## src/rtl/txc_pkg.sv

```systemverilog
package txc_pkg;
   localparam int unsigned CHAR_W = 8;

   typedef enum logic [1:0] {
      PAR_NONE     = 2'd0,
      PAR_ODD      = 2'd1,
      PAR_EVEN     = 2'd2,
      PAR_NONE_ALT = 2'd3
   } par_mode_e;

   typedef enum logic [1:0] {
      STOP_ONE      = 2'd0,
      STOP_ONE_HALF = 2'd1,
      STOP_TWO      = 2'd2,
      STOP_TWO_ALT  = 2'd3
   } stop_mode_e;

   typedef enum logic [2:0] {
      ST_IDLE,
      ST_START,
      ST_DATA,
      ST_PARITY,
      ST_STOP
   } tx_state_e;
endpackage

```

## src/rtl/txc_baud_gen.sv

```systemverilog
module txc_baud_gen #(
   parameter int unsigned DIV_W = 16
) (
   input  logic             clk,
   input  logic             rst_n,
   input  logic [DIV_W-1:0] divisor_i,
   output logic             tick_o
);
   logic [DIV_W-1:0] div_q;
   logic [DIV_W-1:0] cnt_q;

   if (DIV_W < 2) begin : g_bad_width
      $error("txc_baud_gen: DIV_W must be at least 2");
   end

   assign tick_o = (div_q != '0) && (cnt_q == div_q - 1'b1);

   always_ff @(posedge clk or negedge rst_n) begin
      if (!rst_n) begin
         div_q <= '0;
         cnt_q <= '0;
      end else if (divisor_i != div_q) begin
         div_q <= divisor_i;
         cnt_q <= '0;
      end else if (tick_o) begin
         cnt_q <= '0;
      end else begin
         cnt_q <= cnt_q + 1'b1;
      end
   end


   tick_spacing_chk: assert property (@(posedge clk) disable iff (!rst_n)
      (tick_o && div_q != 1 && divisor_i == div_q) |=> !tick_o);
endmodule

```

## src/rtl/txc_fifo.sv

```systemverilog
module txc_fifo #(
   parameter int unsigned WIDTH = 8,
   parameter int unsigned DEPTH = 16
) (
   input  logic             clk,
   input  logic             rst_n,
   input  logic             wr_i,
   input  logic [WIDTH-1:0] wr_data_i,
   input  logic             rd_i,
   output logic [WIDTH-1:0] rd_data_o,
   output logic             full_o,
   output logic             empty_o
);
   localparam int unsigned AW = (DEPTH > 1) ? $clog2(DEPTH) : 1;

   if ((1 << AW) != DEPTH) begin : g_bad_depth
      $error("txc_fifo: DEPTH must be a power of two of at least 2");
   end

   logic [WIDTH-1:0] mem [DEPTH];
   logic [AW:0]      wptr_q;
   logic [AW:0]      rptr_q;
   logic             wr_ok;
   logic             rd_ok;

   assign empty_o   = (wptr_q == rptr_q);
   assign full_o    = (wptr_q[AW] != rptr_q[AW]) && (wptr_q[AW-1:0] == rptr_q[AW-1:0]);
   assign wr_ok     = wr_i && !full_o;
   assign rd_ok     = rd_i && !empty_o;
   assign rd_data_o = mem[rptr_q[AW-1:0]];

   always_ff @(posedge clk) begin
      if (wr_ok) mem[wptr_q[AW-1:0]] <= wr_data_i;
   end

   always_ff @(posedge clk or negedge rst_n) begin
      if (!rst_n) begin
         wptr_q <= '0;
         rptr_q <= '0;
      end else begin
         if (wr_ok) wptr_q <= wptr_q + 1'b1;
         if (rd_ok) rptr_q <= rptr_q + 1'b1;
      end
   end


   full_hold_chk: assert property (@(posedge clk) disable iff (!rst_n)
      (full_o && !rd_i) |=> full_o);

   empty_hold_chk: assert property (@(posedge clk) disable iff (!rst_n)
      (empty_o && !wr_i) |=> empty_o);
endmodule

```

## src/rtl/txc_serializer.sv

```systemverilog
module txc_serializer
   import txc_pkg::*;
#(
   parameter int unsigned OS = 16
) (
   input  logic              clk,
   input  logic              rst_n,
   input  logic              tick_i,
   input  logic              avail_i,
   input  logic [CHAR_W-1:0] data_i,
   input  logic [1:0]        wlen_i,
   input  par_mode_e         par_i,
   input  stop_mode_e        stop_i,
   output logic              pop_o,
   output logic              line_o,
   output logic              idle_o
);
   localparam int unsigned TW = $clog2(2 * OS);

   if (OS < 2 || (OS % 2) != 0) begin : g_bad_os
      $error("txc_serializer: OS must be even and at least 2");
   end

   tx_state_e         state_q;
   logic [TW-1:0]     tcnt_q;
   logic [2:0]        bidx_q;
   logic [2:0]        blast_q;
   logic [CHAR_W-1:0] shreg_q;
   logic              par_en_q;
   logic              par_bit_q;
   logic [TW-1:0]     stop_last_q;
   logic [TW-1:0]     stop_last_d;
   logic [CHAR_W-1:0] mask;
   logic              ones;
   logic              bit_end;

   for (genvar gi = 0; gi < CHAR_W; gi++) begin : g_mask
      assign mask[gi] = (4'(gi) < (4'd5 + {2'b00, wlen_i}));
   end

   assign ones    = ^(data_i & mask);
   assign bit_end = tick_i && (tcnt_q == TW'(OS - 1));
   assign pop_o   = (state_q == ST_IDLE) && avail_i;
   assign idle_o  = (state_q == ST_IDLE);

   always_comb begin
      unique case (stop_i)
         STOP_ONE:      stop_last_d = TW'(OS - 1);
         STOP_ONE_HALF: stop_last_d = (wlen_i == 2'd0) ? TW'(OS + OS / 2 - 1) : TW'(2 * OS - 1);
         default:       stop_last_d = TW'(2 * OS - 1);
      endcase
   end

   always_comb begin
      unique case (state_q)
         ST_START:  line_o = 1'b0;
         ST_DATA:   line_o = shreg_q[0];
         ST_PARITY: line_o = par_bit_q;
         default:   line_o = 1'b1;
      endcase
   end

   always_ff @(posedge clk or negedge rst_n) begin
      if (!rst_n) begin
         state_q     <= ST_IDLE;
         tcnt_q      <= '0;
         bidx_q      <= '0;
         blast_q     <= '0;
         shreg_q     <= '0;
         par_en_q    <= 1'b0;
         par_bit_q   <= 1'b0;
         stop_last_q <= '0;
      end else begin
         unique case (state_q)
            ST_IDLE: if (avail_i) begin
               state_q     <= ST_START;
               tcnt_q      <= '0;
               shreg_q     <= data_i;
               blast_q     <= 3'd4 + {1'b0, wlen_i};
               par_en_q    <= (par_i == PAR_ODD) || (par_i == PAR_EVEN);
               par_bit_q   <= (par_i == PAR_ODD) ? ~ones : ones;
               stop_last_q <= stop_last_d;
            end
            ST_START: if (tick_i) begin
               if (bit_end) begin
                  tcnt_q  <= '0;
                  bidx_q  <= '0;
                  state_q <= ST_DATA;
               end else tcnt_q <= tcnt_q + 1'b1;
            end
            ST_DATA: if (tick_i) begin
               if (bit_end) begin
                  tcnt_q  <= '0;
                  shreg_q <= shreg_q >> 1;
                  if (bidx_q == blast_q) state_q <= par_en_q ? ST_PARITY : ST_STOP;
                  else bidx_q <= bidx_q + 1'b1;
               end else tcnt_q <= tcnt_q + 1'b1;
            end
            ST_PARITY: if (tick_i) begin
               if (bit_end) begin
                  tcnt_q  <= '0;
                  state_q <= ST_STOP;
               end else tcnt_q <= tcnt_q + 1'b1;
            end
            ST_STOP: if (tick_i) begin
               if (tcnt_q == stop_last_q) begin
                  tcnt_q  <= '0;
                  state_q <= ST_IDLE;
               end else tcnt_q <= tcnt_q + 1'b1;
            end
            default: state_q <= ST_IDLE;
         endcase
      end
   end


   state_hold_chk: assert property (@(posedge clk) disable iff (!rst_n)
      (!tick_i && state_q != ST_IDLE) |=> $stable(state_q));

   start_low_chk: assert property (@(posedge clk) disable iff (!rst_n)
      pop_o |=> (state_q == ST_START && !line_o));

   idle_stay_chk: assert property (@(posedge clk) disable iff (!rst_n)
      (idle_o && !avail_i) |=> idle_o);
endmodule

```

## src/rtl/uart_tx_core.sv

```systemverilog
module uart_tx_core
   import txc_pkg::*;
#(
   parameter int unsigned DIV_W      = 16,
   parameter int unsigned FIFO_DEPTH = 16,
   parameter int unsigned OS         = 16
) (
   input  logic              clk,
   input  logic              rst_n,
   input  logic              wr_en_i,
   input  logic [CHAR_W-1:0] wr_data_i,
   input  logic [DIV_W-1:0]  divisor_i,
   input  logic [1:0]        wlen_i,
   input  logic [1:0]        parity_i,
   input  logic [1:0]        stop_i,
   input  logic              break_i,
   output logic              txd_o,
   output logic              fifo_full_o,
   output logic              fifo_empty_o,
   output logic              tx_empty_o
);
   logic              tick;
   logic              pop;
   logic              line;
   logic              ser_idle;
   logic [CHAR_W-1:0] head;

   txc_baud_gen #(.DIV_W(DIV_W)) u_baud (
      .clk(clk), .rst_n(rst_n), .divisor_i(divisor_i), .tick_o(tick)
   );

   txc_fifo #(.WIDTH(CHAR_W), .DEPTH(FIFO_DEPTH)) u_fifo (
      .clk(clk), .rst_n(rst_n), .wr_i(wr_en_i), .wr_data_i(wr_data_i),
      .rd_i(pop), .rd_data_o(head), .full_o(fifo_full_o), .empty_o(fifo_empty_o)
   );

   txc_serializer #(.OS(OS)) u_ser (
      .clk(clk), .rst_n(rst_n), .tick_i(tick), .avail_i(!fifo_empty_o),
      .data_i(head), .wlen_i(wlen_i), .par_i(par_mode_e'(parity_i)),
      .stop_i(stop_mode_e'(stop_i)), .pop_o(pop), .line_o(line), .idle_o(ser_idle)
   );

   assign txd_o      = line & ~break_i;
   assign tx_empty_o = fifo_empty_o & ser_idle;


   busy_not_empty_chk: assert property (@(posedge clk) disable iff (!rst_n)
      pop |=> !tx_empty_o);
endmodule

```

## config.mk

```make
export PLATFORM = sky130hd
export DESIGN_NAME = uart_tx_core
export DESIGN_NICKNAME = d
export VERILOG_FILES = /design/src/rtl/txc_pkg.sv /design/src/rtl/txc_baud_gen.sv /design/src/rtl/txc_fifo.sv /design/src/rtl/txc_serializer.sv /design/src/rtl/uart_tx_core.sv
export SDC_FILE = /design/constraint.sdc
export NUM_CORES = 1
export LEC_CHECK = 0
export ABC_CLOCK_PERIOD_IN_PS = 5400
export BUFFER_PORTS_ARGS = -buffer_cell sky130_fd_sc_hd__buf_2
export CORE_AREA = 2 2 155 157
export CTS_BUF_LIST = sky130_fd_sc_hd__clkbuf_16
export DETAILED_ROUTE_END_ITERATION = 6
export DIE_AREA = 0 0 157 159
export PLACE_DENSITY = 0.63
export RECOVER_POWER = 25
export SETUP_SLACK_MARGIN = 0.4
export SYNTH_ARGS = -nofsm -noshare
export SYNTH_HDL_FRONTEND = slang
export SYNTH_HIERARCHICAL = 1
export SYNTH_SLANG_ARGS = --single-unit
```

## constraint.sdc

```tcl
create_clock -name clk -period 5.4 [get_ports clk]
set_input_delay 0.81 -clock clk [delete_from_list [all_inputs] [get_ports clk]]
set_output_delay 0.81 -clock clk [all_outputs]
set_load 0.02 [all_outputs]
```

==> summary.md, run 1 <==
| Metric | Value |
|---|---|
| Run status | `finished, final reports clean` |
| Row count | `56` |
| Avg Inst Size Synth | `about 14 µm²` |
| Die area | `about 25000 µm²` |
| Sw Ratio | `a little over a third` |
| WS Path Type | `reg -> reg` |
| Ant. Diodes | `0` |
| Hold crit path type | `in -> reg` |
| Root Buffer | `clkbuf_16` |
| Starting Density | `approximately 40%` |
| Worst path cell trace | `inv_1 > ha_1 > or4b_1 > or3_4 > or4b_1 > o211a_1 > nor4_4 > buf_4 > and2_1 > nand2_1 > o21bai_1 > nor2_1 > a21oi_1` |
| CP max-delay cell | `o21bai_1` |
| Post-CTS Resized | `0` |
| Hold buffers post-CTS | `0` |
| Core area | `around 23000 µm²` |
| Fin cells | `1031` |
| Largest net degree at the start of global routing | `between 60 and 70` |
| Async S/R FF share, synth | `between 30% and 40%` |
| Post-DRT Antenna Nets | `0` |
| CTS clock-pin slew for the worst setup and hold paths | `~0.080 ns` |
| Most used DFF post-synth | `edfxtp_1` |
| Setup Buffers After CTS | `0` |
| Port-buffer cells | `37` |
| Final Cycle Share | `between 80 and 90%` |
| Cells after synthesis | `about 680` |
| Sw power | `about 1.7 mW` |
| Die Ht | `159 µm` |
| Critical Path RT | `5.76 ns` |
| CTS max path bufs | `2` |
| Final Hold Violating Endpoints | `0` |
| Worst setup EP type | `flop` |
| Die Wd | `between 150 and 200 µm` |
| Post-synth cell types | `70` |
| Vias per cell | `between 5 and 6` |
| DR vias | `roughly 5500` |
| First-pass GRT wire length | `30.0 mm` |
| Worst skew pair latency | `about 0.44 ns` |
| VDD IR max | `about 0.28 mV` |
| DRT iter0 DRCs | `~430` |
| Initial antenna violation count | `0` |
| Slew margin rel. | `approximately a third` |
| CP startpoint kind | `flop` |
| DP HPWL | `around 12 mm` |
| Layout Nets | `around 740` |
| Remaining DRCs | `0` |
| Post-synth EDFFs | `128` |
| Synthesized area | `roughly 9000 µm²` |
| Clock buffer count from CTS | `17` |
| Worst-path fanout max | `17` |
| Leak | `about 3.7 nW` |
| Final instance area | `10300 µm²` |
| Max cap viols | `0` |
| Clock skew | `~0.019 ns` |
| I/O pin count | `38` |
| Pre-Repair DR Iteration Count | `5` |
| Max-slew violations | `0` |
| Pwr/cell area | `roughly 480 nW/µm²` |
| WL final | `around 18 mm` |
| RD Place Congestion | `between 0.8 and 0.9` |
| Area growth from synthesis to final layout | `11.8%` |
| Vias in the first global route | `approximately 5700` |
| Fin Setup TNS | `0 ns` |
| Cell Area, Placed | `approximately 9600 µm²` |
| All-Layer GR Usage | `between 10% and 20%` |
| Tmin final | `between 4 and 5 ns` |
| Final setup fails | `0` |
| Clock share of power | `27.8%` |
| Warnings from Yosys | `6` |
| Placed Cells | `roughly 1000` |
| #FFs+latches synth | `~200` |
| CTS sink cnt | `a little under 200` |
| Wirelength per Cell | `about 18 µm` |
| Max Fclk | `223 MHz` |
| Flop pwr share | `around 40%` |
| Critical path arrival | `4.84 ns` |
| Seq/Total Area, Yosys | `approximately three fifths` |
| Unrepaired setup endpoints after global routing | `false` |
| Comb pwr share | `a little under a third` |
| Worst slew pin tran | `approximately 1.0 ns` |
| Post-synth net total | `between 700 and 800` |
| Final core occ | `between 40% and 50%` |
| CTS tree | `yes` |
| Layout cells sized above 1 | `roughly 15%` |
| Int Power | `3.19 mW` |
| Depth of the CTS H-tree | `4` |
| Critical Path Most Common Cell | `or4b_1` |
| Gr ovfl total | `0` |
| Critical path's largest stage delay | `roughly 0.80 ns` |
## cells by family (layout without fill, tap and decap cells)
kind of cell | after synthesis | in the layout | share of synthesized area, %
simple gates | 185 | 185 | 10.5
mux | 44 | 44 | 9.58
compound gates | 103 | 103 | 7.64
xor+xnor | 73 | 73 | 6.96
flops | 196 | 196 | 60.3
buf+inv | 64 | 100 | 3.51
fa+ha+maj | 11 | 11 | 1.50
## cells in the mapped netlist, drive strengths merged, types with 3 or more instances
master / instances / area share (%)
mux2: 5 / 0.65
o31ai: 3 / 0.39
clkbuf: 31 / 1.3
and4: 3 / 0.29
buf: 21 / 1.7
xor2: 16 / 1.5
nand2: 50 / 2.0
and2: 8 / 0.54
nor4: 7 / 0.64
nor4b: 3 / 0.29
o21ai: 18 / 1.1
or3: 3 / 0.26
o211ai: 6 / 0.49
inv: 12 / 0.49
nand3: 11 / 0.60
xnor2: 57 / 5.4
a22oi: 16 / 1.3
nor3: 15 / 0.82
or2: 4 / 0.27
a21oi: 31 / 1.7
dfrtp: 68 / 19
o21bai: 3 / 0.29
ha: 11 / 1.5
nand2b: 10 / 0.68
edfxtp: 128 / 42
or4: 4 / 0.33
and3: 4 / 0.29
mux2i: 7 / 0.76
nor2b: 4 / 0.35
a31oi: 4 / 0.27
nor2: 40 / 1.7
nand4: 14 / 0.95
mux4: 32 / 8.2
## cell usage in the layout (no fill, tap or decap), types with 4 or more instances in the layout
cell	n
edfxtp_1	128
dfrtp_1	67
xnor2_1	57
nand2_1	50
nor2_1	39
a21oi_1	31
mux4_2	24
clkbuf_1	23
buf_4	19
clkbuf_16	17
xor2_1	16
a22oi_1	16
nor3_1	15
buf_2	14
nand4_1	14
inv_1	12
o21ai_0	12
nand3_1	11
ha_1	11
nand2b_1	10
and2_1	8
mux4_1	8
inv_12	7
mux2i_1	7
o211ai_1	6
nor4_1	5
inv_8	4
or4_1	4
or2_2	4
a31oi_1	4
o21ai_1	4
## stage by stage
step	power [mW]	hold WS (ns)	setup WS, ns
6_report	4.88	0.512	0.920
5_1_grt	5.15	0.490	0.664
4_1_cts	4.94	0.483	0.935
3_5_place_dp	3.57	0.504	0.941
3_3_place_gp	3.51	0.488	1.19
2_1_floorplan	3.24	0.471	1.62
## state kept, by name, summed over array words and instances, names as in the netlist, 3 cells and up
register and flops:
u_ser/bidx_q 3, u_ser/stop_last_q 3, u_fifo/mem 128, u_baud/div_q 16, u_fifo/wptr_q 5, u_fifo/rptr_q 5, u_baud/cnt_q 16, u_ser/tcnt_q 5
u_ser/state_q 3, u_ser/shreg_q 8
## routing by layer
layer	global-route usage (%)	wire [µm]	vias up	part of all wire (%)
li1	-	-	2564	-
met1	20.2	8270	2822	45
met4	4.75	139	0	0.75
met5	0	0	-	0
met2	26.0	9410	107	51
met3	2.72	611	9	3.3
## critical path: cells and delay by family, from the launching register on
kind,cells,cell delay (ns)
buffers and inverters,2,0.34
AO/OA/AOI/OAI,3,1.11
adder cells (fa/ha/maj),1,0.25
AND/OR/NAND/NOR,7,2.26
flip-flops,1,0.46
## final timing paths
check	slack (ns)	end	cells after the start	from
setup / recovery	0.92	u_ser/shreg_q[5]	13	u_baud/div_q[0]
hold / removal	0.51	u_baud/div_q[7]	1	divisor_i[7]
setup reg to reg	0.92	u_ser/shreg_q[5]	13	u_baud/div_q[0]
hold reg to reg	0.52	u_ser/bidx_q[2]	1	u_ser/bidx_q[2]
max in group asynchronous	4.19	u_fifo/rptr_q[1]	2	rst_n
min in group asynchronous	0.54	u_baud/div_q[13]	2	rst_n
## area by class of cell
type / instances / area (µm²)
Clock buffer: 17 / 425
Clock inverter: 15 / 231
Fill cell: 2053 / 12900
Inverter: 12 / 45.0
Multi-Input combinational cell: 416 / 3330
Sequential cell: 196 / 5550
Tap cell: 319 / 399
Timing Repair Buffer: 56 / 299
## power by group through the flow
| stage | combinational (mW) | sequential, mW | clock [mW] |
|---|---|---|---|
| 2_1_floorplan | 1.31 | 1.93 | 0 |
| 3_3_place_gp | 1.52 | 1.99 | 0 |
| 3_5_place_dp | 1.56 | 2.00 | 0 |
| 4_1_cts | 1.57 | 1.97 | 1.40 |
| 5_1_grt | 1.70 | 2.00 | 1.45 |
| 6_report | 1.55 | 1.97 | 1.36 |
Power figures use the tool's default switching activity.
==> run 2, diff against run 1 <==
- ABC_CLOCK_PERIOD_IN_PS: 5400 -> 3700
- PLACE_DENSITY: 0.63 -> 0.65
- clock period: 5.4 -> 3.7 ns (I/O delays scaled with it)
==> summary.md, run 2 (synthesis results as in run 1) <==
| Metric | Value |
|---|---|
| Critical Path RT | `4.02 ns (was 5.76 ns)` |
| RD Place Congestion | `0.771 (was 0.845)` |
| Gr ovfl total | `0 (unchanged)` |
| Worst skew pair latency | `0.44 ns (about the same)` |
| Die Wd | `157 µm (unchanged)` |
| Critical path's largest stage delay | `0.48 ns (was 0.80 ns)` |
| Fillers | `2077 (was 2053)` |
| Max Fclk | `312 MHz (was 223 MHz)` |
| Leak | `3.72 nW (was 3.68 nW)` |
| Ant. Diodes | `0 (unchanged)` |
| Critical path arrival | `3.53 ns (was 4.84 ns)` |
| Pre-Repair DR Iteration Count | `4 (was 5)` |
| GRT Max-Usage Layer | `met2 (unchanged)` |
| Max-slew violations | `0 (unchanged)` |
| Row count | `56 (unchanged)` |
| Unrepaired setup endpoints after global routing | `true (was false)` |
| GR met1 Demand/Resource | `22.0% (was 20.2%)` |
| Worst-path fanout max | `7 (was 17)` |
| Met2 global-route usage | `25.4% (was 26.0%)` |
| Tmin final | `3.21 ns (was 4.48 ns)` |
| Worst setup EP type | `flop (unchanged)` |
| First-pass GRT wire length | `30.6 mm (was 30.0 mm)` |
| Hold depth | `1 (unchanged)` |
| DP HPWL | `12.4 mm (was 12.5 mm)` |
| CTS tree | `yes (unchanged)` |
| Vias in the first global route | `5637 (was 5741)` |
| Largest net degree at the start of global routing | `43 (was 69)` |
| Clock skew | `0.0209 ns (was 0.0194 ns)` |
| Post-DRT Antenna Nets | `0 (unchanged)` |
| Vias per cell | `5.16 (was 5.34)` |
| WL final | `18.4 mm (about the same)` |
| VDD IR max | `0.387 mV (was 0.275 mV)` |
| Initial antenna violation count | `0 (unchanged)` |
| Depth of the CTS H-tree | `4 (unchanged)` |
| Port-buffer cells | `37 (unchanged)` |
| Final Cycle Share | `86.7% (was 83.0%)` |
| Final setup fails | `0 (unchanged)` |
| Max FFs per register | `128 (unchanged)` |
| Total power | `7.14 mW (was 4.88 mW)` |
| Layout Nets | `754 (was 744)` |
| Worst slew pin tran | `0.939 ns (was 0.999 ns)` |
| R2R cell count | `11 (was 13)` |
| WS Path Type | `reg -> reg (unchanged)` |
| Die Ht | `159 µm (unchanged)` |
| CTS max path bufs | `2 (unchanged)` |
| Core area | `23200 µm² (unchanged)` |
| Remaining DRCs | `0 (unchanged)` |
| All-Layer GR Usage | `15.9% (was 15.4%)` |
| Clock buffer count from CTS | `17 (unchanged)` |
| Layout cells sized above 1 | `18.8% (was 15.4%)` |
| Starting Density | `39.6% (unchanged)` |
| DRT iter0 DRCs | `308 (was 432)` |
| Pwr/cell area | `686 nW/µm² (was 475 nW/µm²)` |
| Hold buffers post-CTS | `0 (unchanged)` |
| CTS sink cnt | `196 (unchanged)` |
| Run status | `finished, final reports clean (unchanged)` |
| CP startpoint kind | `flop (unchanged)` |
| Max cap viols | `0 (unchanged)` |
| Wirelength per Cell | `17.7 µm (was 17.9 µm)` |
| Most common cell after layout, fill and taps aside | `edfxtp_1 (unchanged)` |
| I/O pin count | `38 (unchanged)` |
| Final Hold Violating Endpoints | `0 (unchanged)` |
| Slew margin rel. | `37.4% (was 33.3%)` |
| Worst path cell trace | `inv_2 > ha_4 > or4b_4 > or3_4 > or4b_1 > o211a_1 > nor4_4 > and2_4 > mux2i_1 > o21a_2 > a22o_1 (was inv_1 > ha_1 > or4b_1 > or3_4 > or4b_1 > o211a_1 > nor4_4 > buf_4 > and2_1 > nand2_1 > o21bai_1 > nor2_1 > a21oi_1)` |
| CTS clock-pin slew for the worst setup and hold paths | `0.08 ns (about the same)` |
| Most frequent cells in the layout | `edfxtp_1 (128), dfrtp_1 (66), xnor2_1 (57) (was edfxtp_1 (128), dfrtp_1 (67), xnor2_1 (57))` |
| Root Buffer | `clkbuf_16 (unchanged)` |
| CP max-delay cell | `or4b_4 (was o21bai_1)` |
| DR vias | `5376 (was 5502)` |
| Die area | `25000 µm² (unchanged)` |
| Fin Setup TNS | `0 ns (unchanged)` |
| Met3 Use GR | `3.27% (was 2.72%)` |
| Hold crit path type | `in -> reg (unchanged)` |
| Area growth from synthesis to final layout | `13.2% (was 11.8%)` |
==> run 2: metal layers <==
layer,wire length (µm),vias up
li1,-,2596
met1,8580,2681
met2,9020,81
met3,564,18
met4,222,0
met5,0,-
==> run 2: final cells by class <==
class	count	area (µm²)	area share, %
Tap cell	319	399	3.84
Sequential cell	196	5550	53.3
Multi-Input combinational cell	416	3390	32.6
Clock inverter	15	205	1.97
Inverter	12	45.0	0.433
Clock buffer	17	425	4.09
Timing Repair Buffer	66	387	3.72
==> run 2: final timing paths <==
kind	from	end	slack [ns]
max	u_baud/div_q[1]	u_ser/tcnt_q[4]	0.49
min	divisor_i[0]	u_baud/div_q[0]	0.25
max reg2reg	u_baud/div_q[1]	u_ser/tcnt_q[4]	0.49
min reg2reg	u_ser/bidx_q[2]	u_ser/bidx_q[2]	0.51
max in group asynchronous	rst_n	u_ser/tcnt_q[3]	2.67
min in group asynchronous	rst_n	u_baud/div_q[3]	0.26
==> run 2: power breakdown <==
group | leakage (nW) | internal, mW | switching (mW) | total [mW]
clock network | 0.301 | 0.946 | 0.977 | 1.92
logic | 1.42 | 1.09 | 1.19 | 2.28
registers | 2.00 | 2.65 | 0.283 | 2.93
total | 3.72 | 4.69 | 2.45 | 7.14
==> run 2: critical path, delay by kind of cell, from the launching register on <==
family                     cells  cell delay (ns)
AOI/OAI and AO/OA              3             0.64
adders and majority gates      1             0.15
buffers and inverters          1             0.07
DFF                            1             0.40
muxes                          1             0.09
and+or+nand+nor                5             1.74
==> run 2: timing repair <==
action | CTS | global route
pin swaps | 2 | 4
gates resized for setup | 4 | 4
setup endpoints to repair | 17 | 19
buffers inserted | 4 | 0
==> run 2: per-stage QoR <==
step,hold WS [ns],instance area [µm²],setup slack [ns],instances,utilization (%)
floorplan,0.259,9240,0.240,676,-
global placement,0.494,9730,0.379,1005,42.0
detailed placement,0.498,9730,0.296,1005,42.0
CTS,0.226,10400,0.432,1041,44.9
global route,0.225,10400,0.327,1041,44.9
finish,0.249,10400,0.490,1041,44.9
==> run 3, diff against run 2 <==
- CTS_BUF_LIST: sky130_fd_sc_hd__clkbuf_16 -> default
- MAX_ROUTING_LAYER: default -> met4
==> summary.md, run 3 (synthesis results as in run 1) <==
| Metric | Value |
|---|---|
| Hold crit path type | `in -> async (was in -> reg)` |
| Fin cells | `1041 (unchanged)` |
| Worst skew pair latency | `0.44 ns (about the same)` |
| Worst Setup Slack, final | `0.499 ns (was 0.490 ns)` |
| Initial antenna violation count | `0 (unchanged)` |
| Most common cell after layout, fill and taps aside | `edfxtp_1 (unchanged)` |
| Flop pwr share | `41.1% (about the same)` |
| Vias in the first global route | `5618 (was 5637)` |
| Root Buffer | `clkbuf_16 (unchanged)` |
| CTS clock-pin slew for the worst setup and hold paths | `0.08 ns (about the same)` |
| Critical path arrival | `3.52 ns (was 3.53 ns)` |
| Worst setup EP type | `flop (unchanged)` |
| Tmin final | `3.20 ns (was 3.21 ns)` |
| CP startpoint kind | `flop (unchanged)` |
| I/O pin count | `38 (unchanged)` |
| DRT iter0 DRCs | `335 (was 308)` |
| Area growth from synthesis to final layout | `13.2% (unchanged)` |
| WHS | `0.250 ns (was 0.249 ns)` |
| Remaining DRCs | `0 (unchanged)` |
| Post-placement setup slack | `0.296 ns (unchanged)` |
| Post-DRT Antenna Nets | `0 (unchanged)` |
| DP HPWL | `12.4 mm (unchanged)` |
| Fillers | `2077 (unchanged)` |
| Wirelength per Cell | `17.7 µm (about the same)` |
| Placed Cells | `1005 (unchanged)` |
| Max Fclk | `312 MHz (about the same)` |
| Layout Nets | `754 (unchanged)` |
| Final setup fails | `0 (unchanged)` |
| All-Layer GR Usage | `16.3% (was 15.9%)` |
| CTS sink cnt | `196 (unchanged)` |
| Die Wd | `157 µm (unchanged)` |
| Max FFs per register | `128 (unchanged)` |
| Die Ht | `159 µm (unchanged)` |
| Sw power | `2.46 mW (was 2.45 mW)` |
| Sw Ratio | `34.4% (was 34.3%)` |
| VDD IR max | `0.387 mV (about the same)` |
| Die area | `25000 µm² (unchanged)` |
| Final Cycle Share | `86.5% (was 86.7%)` |
| Pwr/cell area | `687 nW/µm² (was 686 nW/µm²)` |
| WL final | `18.4 mm (about the same)` |
| Run status | `finished, final reports clean (unchanged)` |
| Row count | `56 (unchanged)` |
| Unrepaired setup endpoints after global routing | `true (unchanged)` |
| WS Path Type | `reg -> reg (unchanged)` |
| Largest net degree at the start of global routing | `43 (unchanged)` |
| DR vias | `5409 (was 5376)` |
| Gr ovfl total | `0 (unchanged)` |
| Int Power | `4.69 mW (about the same)` |
| Pre-Repair DR Iteration Count | `5 (was 4)` |
| Core area | `23200 µm² (unchanged)` |
| Worst slew pin tran | `0.936 ns (was 0.939 ns)` |
| Slew margin rel. | `37.6% (was 37.4%)` |
| RD Place Congestion | `0.781 (was 0.771)` |
| First-pass GRT wire length | `30.6 mm (about the same)` |
| CTS max path bufs | `2 (unchanged)` |
| Clock share of power | `26.9% (about the same)` |
| Comb pwr share | `32.0% (was 31.9%)` |
| Starting Density | `39.6% (unchanged)` |
| Leak | `3.72 nW (unchanged)` |
| Depth of the CTS H-tree | `4 (unchanged)` |
| Most frequent cells in the layout | `edfxtp_1 (128), dfrtp_1 (66), xnor2_1 (57) (unchanged)` |
| CTS tree | `yes (unchanged)` |
| Clock buffer count from CTS | `17 (unchanged)` |
| Critical Path RT | `4.02 ns (about the same)` |
| Clock skew | `0.0210 ns (was 0.0209 ns)` |
| Final Hold Violating Endpoints | `0 (unchanged)` |
| Max-slew violations | `0 (unchanged)` |
| Layout cells sized above 1 | `18.8% (unchanged)` |
| Fin Setup TNS | `0 ns (unchanged)` |
| Ant. Diodes | `0 (unchanged)` |
| Port-buffer cells | `37 (unchanged)` |
| Worst-path fanout max | `7 (unchanged)` |
| Max cap viols | `0 (unchanged)` |
| Vias per cell | `5.20 (was 5.16)` |
[run 3: cell counts in the layout (fill, tap and decap cells not counted)]
Identical to the previous run, type by type.
[run 3: worst paths after layout]
kind	start	to	slack, ns	depth (start not counted)
hold / removal	rst_n	u_baud/div_q[4]	0.25	1
max in group asynchronous	rst_n	u_ser/tcnt_q[3]	2.67	2
setup reg to reg	u_baud/div_q[1]	u_ser/tcnt_q[4]	0.50	11
setup / recovery	u_baud/div_q[1]	u_ser/tcnt_q[4]	0.50	11
hold reg to reg	u_ser/bidx_q[2]	u_ser/bidx_q[2]	0.51	1
min in group clk	divisor_i[0]	u_baud/div_q[0]	0.25	1
[run 3: layout make-up]
class	count	area (µm²)	area share, %
multi-input cells	416	3390	32.6
inverters	12	45.0	0.433
clock inverters	15	205	1.97
clock buffers	17	425	4.09
well taps	319	399	3.84
flip-flops and latches	196	5550	53.3
repair buffers	66	387	3.72
[run 3: metrics by stage]
step                util, %  cell area [µm²]  total power [mW]
global placement       42.0             9730              5.20
detailed placement     42.0             9730              5.24
finish                 44.9            10400              7.14
CTS                    44.9            10400              7.22
floorplan                 -             9240              4.76
global route           44.9            10400              7.59
[run 3: layer usage]
layer | up-vias | track usage [%] | share of wire [%] | wire length (µm)
met3 | 19 | 3.18 | 3.1 | 574
met4 | 0 | 4.42 | 1.2 | 214
met5 | - | - | 0 | 0
met1 | 2708 | 22.2 | 47 | 8620
met2 | 93 | 25.3 | 49 | 9000
li1 | 2589 | - | - | -
[run 3: repair_timing]
action | CTS | global route
setup endpoints to repair | 17 | 19
endpoints found under the hold margin | 0 | 0
resized for setup | 4 | 4
cloned | 0 | 0
hold buffers | 0 | 0
pin swaps | 2 | 4
setup buffers | 4 | 0
[run 3: critical path, cell delays in order, from the launching register on]
cell and delay (ns):
dfrtp_1 0.40, inv_2 0.07, ha_4 0.15, or4b_4 0.48, or3_4 0.36, or4b_1 0.48
o211a_1 0.17, nor4_4 0.18, and2_4 0.23, mux2i_1 0.09, o21a_2 0.26, a22o_1 0.21
[run 3: power groups by stage]
stage | combinational, mW | clock, mW | sequential (mW)
after floorplan | 1.94 | 0 | 2.81
after global placement | 2.22 | 0 | 2.98
after detailed placement | 2.25 | 0 | 2.99
after CTS | 2.31 | 1.97 | 2.94
after global routing | 2.54 | 2.06 | 2.99
final | 2.28 | 1.92 | 2.94
